### config.mk
export PLATFORM = sky130hd
export DESIGN_NAME = gpio_sc_bank
export DESIGN_NICKNAME = d
export VERILOG_FILES = /design/src/rtl/gpio_sc_pkg.sv /design/src/rtl/gpio_sc_decode.sv /design/src/rtl/gpio_sc_regs.sv /design/src/rtl/gpio_sc_sync.sv /design/src/rtl/gpio_sc_bank.sv
export SDC_FILE = /design/constraint.sdc
export NUM_CORES = 1
export LEC_CHECK = 0
export BUFFER_PORTS_ARGS = -buffer_cell sky130_fd_sc_hd__buf_4
export CAP_MARGIN = 5
export CORE_ASPECT_RATIO = 2
export CORE_MARGIN = 3
export CORE_UTILIZATION = 45
export CTS_CLUSTER_SIZE = 40
export DETAILED_ROUTE_END_ITERATION = 8
export PLACE_DENSITY = 0.72
export SLEW_MARGIN = 20
export SYNTH_ARGS = -nofsm -noshare
export SYNTH_HDL_FRONTEND = slang
export SYNTH_SLANG_ARGS = --single-unit
### constraint.sdc
create_clock -name clk -period 3.3 [get_ports clk]
set_clock_uncertainty 0.15 [all_clocks]
set_input_delay 0.33 -clock clk [delete_from_list [all_inputs] [get_ports clk]]
set_output_delay 0.33 -clock clk [all_outputs]
set_load 0.01 [all_outputs]
### src/rtl/gpio_sc_pkg.sv
package gpio_sc_pkg;

    localparam int DATA_W      = 32;
    localparam int NUM_LINES   = 32;
    localparam int WORD_IDX_W  = 3;
    localparam int SYNC_STAGES = 2;

    localparam logic [WORD_IDX_W-1:0] IDX_OE_SET = 3'd0;
    localparam logic [WORD_IDX_W-1:0] IDX_OE_CLR = 3'd1;
    localparam logic [WORD_IDX_W-1:0] IDX_DO_SET = 3'd2;
    localparam logic [WORD_IDX_W-1:0] IDX_DO_CLR = 3'd3;

    typedef logic [NUM_LINES-1:0] line_vec_t;

    typedef enum logic [2:0] {
        WR_NONE,
        WR_OE_SET,
        WR_OE_CLR,
        WR_DO_SET,
        WR_DO_CLR
    } wr_op_e;

    typedef struct packed {
        wr_op_e    op;
        line_vec_t mask;
    } wr_cmd_t;

    typedef struct packed {
        line_vec_t oe;
        line_vec_t dout;
    } line_state_t;

    function automatic logic [DATA_W-1:0] read_word(
        input logic [WORD_IDX_W-1:0] idx,
        input line_state_t           st,
        input line_vec_t             din
    );
        logic [DATA_W-1:0] w;
        w = '0;
        case (idx)
            IDX_OE_SET: w[NUM_LINES-1:0] = st.oe;
            IDX_DO_SET: w[NUM_LINES-1:0] = st.dout;
            IDX_DO_CLR: w[NUM_LINES-1:0] = din;
            default:    w = '0;
        endcase
        return w;
    endfunction

endpackage

### src/rtl/gpio_sc_decode.sv
module gpio_sc_decode
    import gpio_sc_pkg::*;
(
    input  logic                  wr_en,
    input  logic [WORD_IDX_W-1:0] idx,
    input  logic [DATA_W-1:0]     wdata,
    output wr_cmd_t               cmd
);

    always_comb begin
        cmd.mask = wdata[NUM_LINES-1:0];
        cmd.op   = WR_NONE;
        if (wr_en) begin
            case (idx)
                IDX_OE_SET: cmd.op = WR_OE_SET;
                IDX_OE_CLR: cmd.op = WR_OE_CLR;
                IDX_DO_SET: cmd.op = WR_DO_SET;
                IDX_DO_CLR: cmd.op = WR_DO_CLR;
                default:    cmd.op = WR_NONE;
            endcase
        end
    end

endmodule

### src/rtl/gpio_sc_regs.sv
module gpio_sc_regs
    import gpio_sc_pkg::*;
(
    input  logic        clk,
    input  logic        rst,
    input  wr_cmd_t     cmd,
    output line_state_t st
);

    always_ff @(posedge clk) begin
        if (rst) begin
            st <= '0;
        end else begin
            case (cmd.op)
                WR_OE_SET: st.oe   <= st.oe   |  cmd.mask;
                WR_OE_CLR: st.oe   <= st.oe   & ~cmd.mask;
                WR_DO_SET: st.dout <= st.dout |  cmd.mask;
                WR_DO_CLR: st.dout <= st.dout & ~cmd.mask;
                default:   st      <= st;
            endcase
        end
    end

    // masked bits become 1, others keep their old value
    a_r2_oe_set: assert property (@(posedge clk) disable iff (rst)
        (cmd.op == WR_OE_SET) |=>
            ((st.oe & $past(cmd.mask)) == $past(cmd.mask)) &&
            ((st.oe & ~$past(cmd.mask)) == ($past(st.oe) & ~$past(cmd.mask))) &&
            (st.dout == $past(st.dout)));


    a_r3_oe_clr: assert property (@(posedge clk) disable iff (rst)
        (cmd.op == WR_OE_CLR) |=>
            ((st.oe & $past(cmd.mask)) == '0) &&
            ((st.oe & ~$past(cmd.mask)) == ($past(st.oe) & ~$past(cmd.mask))) &&
            (st.dout == $past(st.dout)));


    a_r4_do_set: assert property (@(posedge clk) disable iff (rst)
        (cmd.op == WR_DO_SET) |=>
            ((st.dout & $past(cmd.mask)) == $past(cmd.mask)) &&
            ((st.dout & ~$past(cmd.mask)) == ($past(st.dout) & ~$past(cmd.mask))) &&
            (st.oe == $past(st.oe)));


    a_r5_do_clr: assert property (@(posedge clk) disable iff (rst)
        (cmd.op == WR_DO_CLR) |=>
            ((st.dout & $past(cmd.mask)) == '0) &&
            ((st.dout & ~$past(cmd.mask)) == ($past(st.dout) & ~$past(cmd.mask))) &&
            (st.oe == $past(st.oe)));


    a_r8_hold: assert property (@(posedge clk) disable iff (rst)
        (cmd.op == WR_NONE) |=> $stable(st));

endmodule

### src/rtl/gpio_sc_sync.sv
module gpio_sc_sync
    import gpio_sc_pkg::*;
(
    input  logic      clk,
    input  logic      rst,
    input  line_vec_t raw,
    output line_vec_t synced
);

    line_vec_t stage_q [SYNC_STAGES];

    generate
        for (genvar s = 0; s < SYNC_STAGES; s++) begin : g_stage
            if (s == 0) begin : g_first
                always_ff @(posedge clk) begin
                    if (rst) stage_q[s] <= '0;
                    else     stage_q[s] <= raw;
                end
            end else begin : g_next
                always_ff @(posedge clk) begin
                    if (rst) stage_q[s] <= '0;
                    else     stage_q[s] <= stage_q[s-1];
                end
            end
        end
    endgenerate

    assign synced = stage_q[SYNC_STAGES-1];

    generate
        if (SYNC_STAGES == 2) begin : g_chk
            // two-edge latency from pad to synchronized output
            a_r9_sync_delay: assert property (@(posedge clk) disable iff (rst)
                (!$past(rst) && !$past(rst, 2)) |-> (synced == $past(raw, 2)));
        end
    endgenerate

endmodule

### src/rtl/gpio_sc_bank.sv
module gpio_sc_bank
    import gpio_sc_pkg::*;
(
    input  logic                  clk,
    input  logic                  rst,
    input  logic                  bus_wr_en,
    input  logic                  bus_rd_en,
    input  logic [WORD_IDX_W-1:0] bus_addr,
    input  logic [DATA_W-1:0]     bus_wdata,
    output logic [DATA_W-1:0]     bus_rdata,
    input  logic [NUM_LINES-1:0]  pad_in,
    output logic [NUM_LINES-1:0]  pad_out,
    output logic [NUM_LINES-1:0]  pad_oe,
    output logic [NUM_LINES-1:0]  in_sync
);

    wr_cmd_t     wr_cmd;
    line_state_t line_st;
    line_vec_t   din_sync;

    gpio_sc_decode u_decode (
        .wr_en (bus_wr_en),
        .idx   (bus_addr),
        .wdata (bus_wdata),
        .cmd   (wr_cmd)
    );

    gpio_sc_regs u_regs (
        .clk (clk),
        .rst (rst),
        .cmd (wr_cmd),
        .st  (line_st)
    );

    gpio_sc_sync u_sync (
        .clk    (clk),
        .rst    (rst),
        .raw    (pad_in),
        .synced (din_sync)
    );

    always_ff @(posedge clk) begin
        if (rst)
            bus_rdata <= '0;
        else if (bus_rd_en)
            bus_rdata <= read_word(bus_addr, line_st, din_sync);
    end

    assign pad_out = line_st.dout;
    assign pad_oe  = line_st.oe;
    assign in_sync = din_sync;

    // reset clears the pads and read data
    a_r1_reset_state: assert property (@(posedge clk)
        $past(rst) |-> (pad_oe == '0 && pad_out == '0 && bus_rdata == '0));

    // the clear-enable and reserved words read as zero
    a_r7_zero_read: assert property (@(posedge clk) disable iff (rst)
        (bus_rd_en && (bus_addr == IDX_OE_CLR || bus_addr[WORD_IDX_W-1])) |=>
            (bus_rdata == '0));

    // the data-word read returns the pad data held before the edge
    a_r6_data_read: assert property (@(posedge clk) disable iff (rst)
        (bus_rd_en && bus_addr == IDX_DO_SET) |=> (bus_rdata == $past(pad_out)));

    // a write to a reserved word leaves the pads unchanged
    a_r8_reserved_write: assert property (@(posedge clk) disable iff (rst)
        (bus_wr_en && bus_addr[WORD_IDX_W-1]) |=> ($stable(pad_oe) && $stable(pad_out)));

endmodule

==> results.cfg, run 1 <==
[power]
p_leak_nw = 3.57
power.density_nw_per_um2 = 501
peakVddDrop_uv = 373

[clock_tree]
ctsResizeCount = 0
post-cts-setup-buffers = 0
clk_latency_ns = 0.42
cts_hold_buf = 63
cts_sinks = 160
cts_buffer_depth = 2
clkTransAtPathRegs_ns = 0.06
cts_tree = built
cts_buffers = 17
root_buffer = clkbuf_16
h-tree-depth = 4

[setup_path]
crit_family = buffers and inverters
crit_path_top_delay_cell = and3b_2
path_class = input port to flip-flop
path_cells = buf_4, and3b_2, buf_12, a21oi_1, a311oi_1
startpoint_type = input port
critPathBufInv = 2
arrival_ns = 2.02
path_max_fanout = 36
crit_required_ns = 3.47
crit_path_end_kind = flip-flop
cp_slowest_stage_delay_ns = 0.64

[logic_synthesis]
synth_top_family_by_area = compound AO/OA/AOI/OAI gates
post_synth_fa_ha_maj_area_fraction_pct = 0
synth_compound_area_share_pct = 24.3
seq_area_frac_synth_pct = 51.7
synthMuxAreaShare_pct = 5.82
ys_ff_latch = 160
syn_area_um2 = 6190
yosys.area_share.xor_xnor_pct = 0
avgSynthCellArea_um2 = 10.7
yosys.area.top_type = dfxtp_1
syn_nets = 648
netlist_instances = 577
synth_cell_types = 19
synth_simple_gate_area_share_pct = 12.9
synth_area_leaders = dfxtp_1, nor2b_1, a311oi_1, a21oi_1, a221oi_2
synth_warnings = 0
yosys.area.top_type_share_pct = 51.7

[timing]
maxSlewHeadroom_pct = 35.9
rsz0062_at_grt = false
period_needed_ns = 1.85
slew_violations = 0
fmax_mhz = 541
worstMarginPinSlew_ns = 0.960
period_share_pct = 56.0
tns_ns = 0
setup_violations = 0
hold_violations = 0

[cells_and_area]
antenna_cells = 0
final_common_cell = buf_4
final_util_pct = 66.0
nets = 876
syn_to_final_growth_pct = 43.1
drive_gt1_share_pct = 33.6
final_cell_mix = buf_4, dfxtp_1, nor2b_1, a21oi_1, a311oi_1

[floorplanning]
die_w_um = 89.0
core_area_um2 = 13400
rows = 60
die_h_um = 172
die_area_um2 = 15300
start_util_pct = 46.1
io_pins = 199

[min_path]
min_path_type = input port to flip-flop

[job]
maxCapViolCount = 0

[global_routing]
grt-ovfl-total = 0
grt_usage_pct = 23.6
antenna_found_initial = 0
grt_max_degree = 111
grt_pass1_vias = 5426
grt_first_pass_wirelength_um = 27800

[place]
portBuffers = 198
gp_congestion = 0.845
hpwlAfterDp_um = 12200

[drt]
avgRoutedWirePerCell_um = 18.7
routed_via_density = 5.72
first_pass_iters = 5
dr.first_iter.drc_count = 371
wl_um = 18200
drc = 0
vias = 5563
ant_nets = 0

[run_status]
outcome = completed
[cell usage after synthesis]
master	count
nor3b_2	1
buf_6	9
nor2b_1	97
buf_4	4
a311oi_1	64
mux2_2	4
a221oi_2	29
mux2_1	28
nand2b_1	1
and3b_1	1
a21oi_1	96
buf_2	15
nor3_1	32
and2_1	1
buf_1	2
a221oi_1	3
clkbuf_1	29
inv_1	1
dfxtp_1	160
[final cells by class]
cell class,count,area [µm²]
Inverter,1,3.75
Clock inverter,13,129
Clock buffer,19,453
Fill cell,1035,4570
Timing Repair Buffer,268,2210
Sequential cell,160,3200
Tap cell,155,194
Multi-Input combinational cell,357,2680
[metrics by stage]
stage / worst slack (ns) / hold WS [ns] / std cells / power (W) / area [µm²]
global route: 1.31 / 0.0430 / 973 / 0.00460 / 8860
finish: 1.45 / 0.0307 / 973 / 0.00444 / 8860
CTS: 1.45 / 0.0184 / 973 / 0.00447 / 8860
global placement: 1.07 / 0.267 / 878 / 0.00249 / 7650
floorplan: 1.76 / 0.264 / 577 / 0.00230 / 6190
detailed placement: 1.04 / 0.274 / 878 / 0.00251 / 7650
[layer usage]
layer  vias to the layer above  share of wire [%]  GRT usage, %
met5                         -                  0             0
met4                         0                5.7          14.0
met3                        56                5.6          5.39
met2                       233                 52          40.1
met1                      2650                 37          26.2
li1                       2624                  -             -
[path summary, 6_finish.rpt]
check	slack (ns)	to	start	cells past startpoint
max	1.45	flip-flop	bus_addr[1]	5
min	0.03	u_sync.stage_q[0][0]	pad_in[0]	2
max reg2reg	2.00	bus_rdata[10]	flip-flop	3
min reg2reg	0.29	u_sync.stage_q[1][27]	u_sync.stage_q[0][27]	1
[cells by family after synthesis]
kind of cell / count (synthesis)
compound gates: 192
buf+inv: 60
flops: 160
mux: 32
simple gates: 133
[where the power goes]
part           total, W  switching (W)  internal, W
Sequential      0.00204      0.0000412      0.00200
Combinational  0.000489       0.000244     0.000245
Clock           0.00191       0.000818      0.00109
Total           0.00444        0.00110      0.00334
Power figures use the tool's default switching activity.
==> run 2: changes to the inputs <==
Settings changed: PLACE_DENSITY 0.72 to 0.75.
Clock period 3.3 ns to 1.67 ns, I/O delays scaled along.
==> run 2 against run 1 <==
Against the previous run:
- die area did not move
- global-route usage grew 1.6 points
- combinational power is 110% higher
- hold slack improved by 0.069 ns
- clock power is 100% higher
- routed wire length is 7.8% higher
- sequential power rose by 98%
- critical path type unchanged
- largest cell class unchanged
==> results.cfg, run 2 (same netlist as run 1, synthesis figures left out) <==
[power]
clockPowerShare_pct = 42.9
p_switching_w = 0.00219
peakVddDrop_uv = 748
p_sw_share_pct = 24.6
intPower_w = 0.00672
p_leak_nw = 3.73
p_seq_share_pct = 45.3
p_comb_share_pct = 11.8
power.density_nw_per_um2 = 971

[clock_tree]
cts_sinks = 160
cts_buffers = 17
post-cts-setup-buffers = 0
clk_latency_ns = 0.42
clkTransAtPathRegs_ns = 0.07
h-tree-depth = 4
cts_tree = built
ctsResizeCount = 0
cts_buffer_depth = 2
root_buffer = clkbuf_16

[global_routing]
grt_usage_pct = 25.2
grt_max_degree = 65
grt_pass1_vias = 5696
antenna_found_initial = 0
grt_first_pass_wirelength_um = 29400
grt-ovfl-total = 0

[drt]
drc = 0
avgRoutedWirePerCell_um = 19.7
dr.first_iter.drc_count = 382
vias = 5750
ant_nets = 0
routed_via_density = 5.77
wl_um = 19700
first_pass_iters = 6

[setup_path]
critPathBufInv = 3
crit_path_top_delay_cell = dlygate4sd3_1
crit_family = buffers and inverters
worst-path-stages = 4
reg2reg_depth = 3
cp_common_cell = dlygate4sd3_1
path_max_fanout = 31
cp_slowest_stage_delay_ns = 0.56
crit_required_ns = 1.82
arrival_ns = 1.68
path_cells = dlygate4sd3_1, buf_4, nor2b_1, dlygate4sd3_1
path_class = input port to flip-flop
crit_path_end_kind = flip-flop
startpoint_type = input port

[cells_and_area]
stdcell_count = 997
nets = 899
syn_to_final_growth_pct = 48.2
drive_gt1_share_pct = 34.1
final_common_cell = buf_4
final_util_pct = 68.3
final_cell_mix = buf_4, dfxtp_1, nor2b_1, a21oi_1, dlygate4sd3_1
fill_cells = 984

[timing]
slew_violations = 0
hold_ws_ns = 0.0993
period_share_pct = 91.8
setup_violations = 0
worstMarginPinSlew_ns = 0.703
fmax_mhz = 652
tns_ns = 0
period_needed_ns = 1.53
maxSlewHeadroom_pct = 53.1
rsz0062_at_grt = false
hold_violations = 0

[floorplanning]
die_w_um = 89.0
core_area_um2 = 13400
die_h_um = 172
die_area_um2 = 15300
start_util_pct = 46.1
rows = 60
io_pins = 199

[min_path]
whs_path_depth = 4
min_path_type = input port to flip-flop

[run_status]
outcome = completed

[place]
gp_congestion = 0.835
hpwlAfterDp_um = 13400
portBuffers = 198
dpl.cell_count = 892

[job]
maxCapViolCount = 0
run 2: final timing paths:
path	startpoint	to	slack (ns)
max	rst	u_sync.stage_q[0][11]	0.14
max reg2reg	flip-flop	bus_rdata[12]	0.40
min	bus_rd_en	bus_rdata[3]	0.1
min reg2reg	u_sync.stage_q[0][11]	u_sync.stage_q[1][11]	0.28
run 2: layout make-up:
class / count / area, µm² / area share [%]
Antenna cell: 1 / 2.50 / 0.0273
Timing Repair Buffer: 291 / 2510 / 27.4
Multi-Input combinational cell: 357 / 2680 / 29.1
Clock inverter: 13 / 153 / 1.66
Inverter: 1 / 3.75 / 0.0409
Clock buffer: 19 / 433 / 4.72
Tap cell: 155 / 194 / 2.11
Sequential cell: 160 / 3200 / 34.9
run 2: layer usage:
layer  wire length [µm]  global-route usage, %
met3               1060                   4.63
met2              10200                   43.7
met4               1390                   18.2
met1               7040                   26.4
met5                  0                      0
run 2: per-stage QoR:
stage	total power, W	area, µm²	setup slack, ns
2_1_floorplan	0.00455	6190	0.296
3_3_place_gp	0.00499	7870	0.135
3_5_place_dp	0.00502	7870	0.0707
4_1_cts	0.00896	9180	0.158
5_1_grt	0.00923	9180	0.0920
6_report	0.00892	9180	0.137
run 2: power by group through the flow:
stage                     clock network [W]  logic (W)  registers (W)
after floorplan                           0   0.000421        0.00413
after global placement                    0   0.000872        0.00411
after detailed placement                  0   0.000900        0.00412
after CTS                           0.00388    0.00104        0.00403
after global routing                0.00406    0.00113        0.00405
final                               0.00383    0.00105        0.00404
run 2: repair_timing:
| item | CTS | global route |
|---|---|---|
| endpoints found under the hold margin | 100 | 0 |
| endpoints found under the setup margin | 0 | 0 |
| hold buffers | 72 | 0 |
run 2: tightest hold or removal path, delay by kind of cell:
kind	cells	cell delay, ns
simple gates	2	0.14
buf+inv	1	0.20
compound gates	1	0.11
==> run 3: changes to the inputs <==
Settings changed: RECOVER_POWER set to 100.
==> run 3 against run 2 <==
Against the previous run:
- worst setup slack lost 0.026 ns
- sequential share of layout area grew 2.4 points
- count of clock-buffer cells in the layout is the same
- global-route usage is the same
- final cell count is the same
- total power shrank 1.2%
- first-iteration DRC count shrank 6.8%
- largest power group unchanged
- hold slack gained 0.0027 ns
- clock power is essentially flat
- core utilization shrank 4.4 points
- die area is the same
==> results.cfg, run 3 (same netlist as run 1, synthesis figures left out) <==
[global_routing]
grt_usage_pct = 25.2
grt_pass1_vias = 5696
grt_max_degree = 65
grt-ovfl-total = 0
antenna_found_initial = 0
grt_first_pass_wirelength_um = 29400

[floorplanning]
io_pins = 199
die_h_um = 172
rows = 60
die_w_um = 89.0
die_area_um2 = 15300
core_area_um2 = 13400
start_util_pct = 46.1

[timing]
fmax_mhz = 641
period_needed_ns = 1.56
worstMarginPinSlew_ns = 0.690
maxSlewHeadroom_pct = 54.0
period_share_pct = 93.4
tns_ns = 0
rsz0062_at_grt = false
hold_violations = 0
slew_violations = 0
setup_violations = 0

[power]
clockPowerShare_pct = 43.4
p_seq_share_pct = 45.8
p_leak_nw = 3.15
p_switching_w = 0.00218
p_sw_share_pct = 24.7
power.density_nw_per_um2 = 1030
peakVddDrop_uv = 741
intPower_w = 0.00663
p_comb_share_pct = 10.8

[job]
maxCapViolCount = 0

[cells_and_area]
final_common_cell = dfxtp_1
nets = 899
final_cell_mix = dfxtp_1, clkbuf_1, nor2b_1, a21oi_1, buf_4
fill_cells = 1158
stdcell_count = 997
drive_gt1_share_pct = 18.0
final-seq-area_um2 = 3200
syn_to_final_growth_pct = 38.6
stdcell_area_um2 = 8580
multiInputGateArea_um2 = 2630

[min_path]
min_path_type = input port to flip-flop

[drt]
wl_um = 19600
drc = 0
first_pass_iters = 5
routed_via_density = 5.78
dr.first_iter.drc_count = 356
avgRoutedWirePerCell_um = 19.6
vias = 5766
ant_nets = 0

[clock_tree]
h-tree-depth = 4
root_buffer = clkbuf_16
clkTransAtPathRegs_ns = 0.07
post-cts-setup-buffers = 0
cts_buffer_depth = 2
cts_sinks = 160
clk_latency_ns = 0.42
cts_tree = built
cts_buffers = 17

[setup_path]
crit_path_end_kind = flip-flop
path_cells = dlygate4sd3_1, buf_4, buf_4, a311oi_1
path_max_fanout = 51
crit_required_ns = 1.76
cp_common_cell = buf_4
startpoint_type = input port
crit_path_top_delay_cell = dlygate4sd3_1
cp_slowest_stage_delay_ns = 0.53
arrival_ns = 1.65
path_class = input port to flip-flop

[place]
gp_congestion = 0.835
portBuffers = 198
hpwlAfterDp_um = 13400
dpl.cell_count = 892
postPlaceCellArea_um2 = 7870

[run_status]
outcome = completed
run 3: power groups by stage:
stage	combinational, W	sequential, W	clock, W
finish	0.000950	0.00403	0.00383
floorplan	0.000421	0.00413	0
CTS	0.00104	0.00403	0.00388
global route	0.00102	0.00404	0.00406
detailed placement	0.000900	0.00412	0
global placement	0.000872	0.00411	0
run 3: final cells by class:
| cell class | count | area share [%] |
|---|---|---|
| repair buffers | 291 | 22.9 |
| clock buffers | 19 | 5.04 |
| clock inverters | 13 | 1.78 |
| inverters | 1 | 0.0437 |
| flip-flops and latches | 160 | 37.3 |
| multi-input cells | 357 | 30.6 |
| well taps | 155 | 2.26 |
| diodes | 1 | 0.0292 |
run 3: layer usage:
layer  GRT usage, %  vias up  share of wire, %
li1               -     2674                 -
met1           26.4     2705                35
met2           43.7      303                52
met3           4.63       84               6.0
met4           18.2        0               7.0
met5              0        -                 0
run 3: worst paths after layout:
check	startpoint	to	slack, ns	cells after the start
hold / removal	bus_rd_en	bus_rdata[3]	0.10	4
setup / recovery	rst	flip-flop	0.11	4
setup reg to reg	flip-flop	bus_rdata[12]	0.39	3
hold reg to reg	u_sync.stage_q[0][20]	u_sync.stage_q[1][20]	0.28	1
run 3: stage by stage:
stage          util, %  setup WS (ns)  total power, W  hold slack (ns)
2_1_floorplan        -          0.296         0.00455            0.133
4_1_cts           68.3          0.158         0.00896           0.0729
5_1_grt           63.8         0.0483         0.00913            0.109
3_3_place_gp      58.6          0.135         0.00499            0.226
6_report          63.9          0.111         0.00881            0.102
3_5_place_dp      58.6         0.0707         0.00502            0.233
run 3: what timing repair did:
| action | in CTS | in global routing |
|---|---|---|
| hold endpoints to repair | 100 | 0 |
| hold buffers | 72 | 0 |
| gates resized for setup | 0 | 0 |
run 3: critical path, delay by kind of cell:
kind / cells / cell delay (ns)
AOI/OAI and AO/OA: 1 / 0.11
buffers and inverters: 3 / 1.34
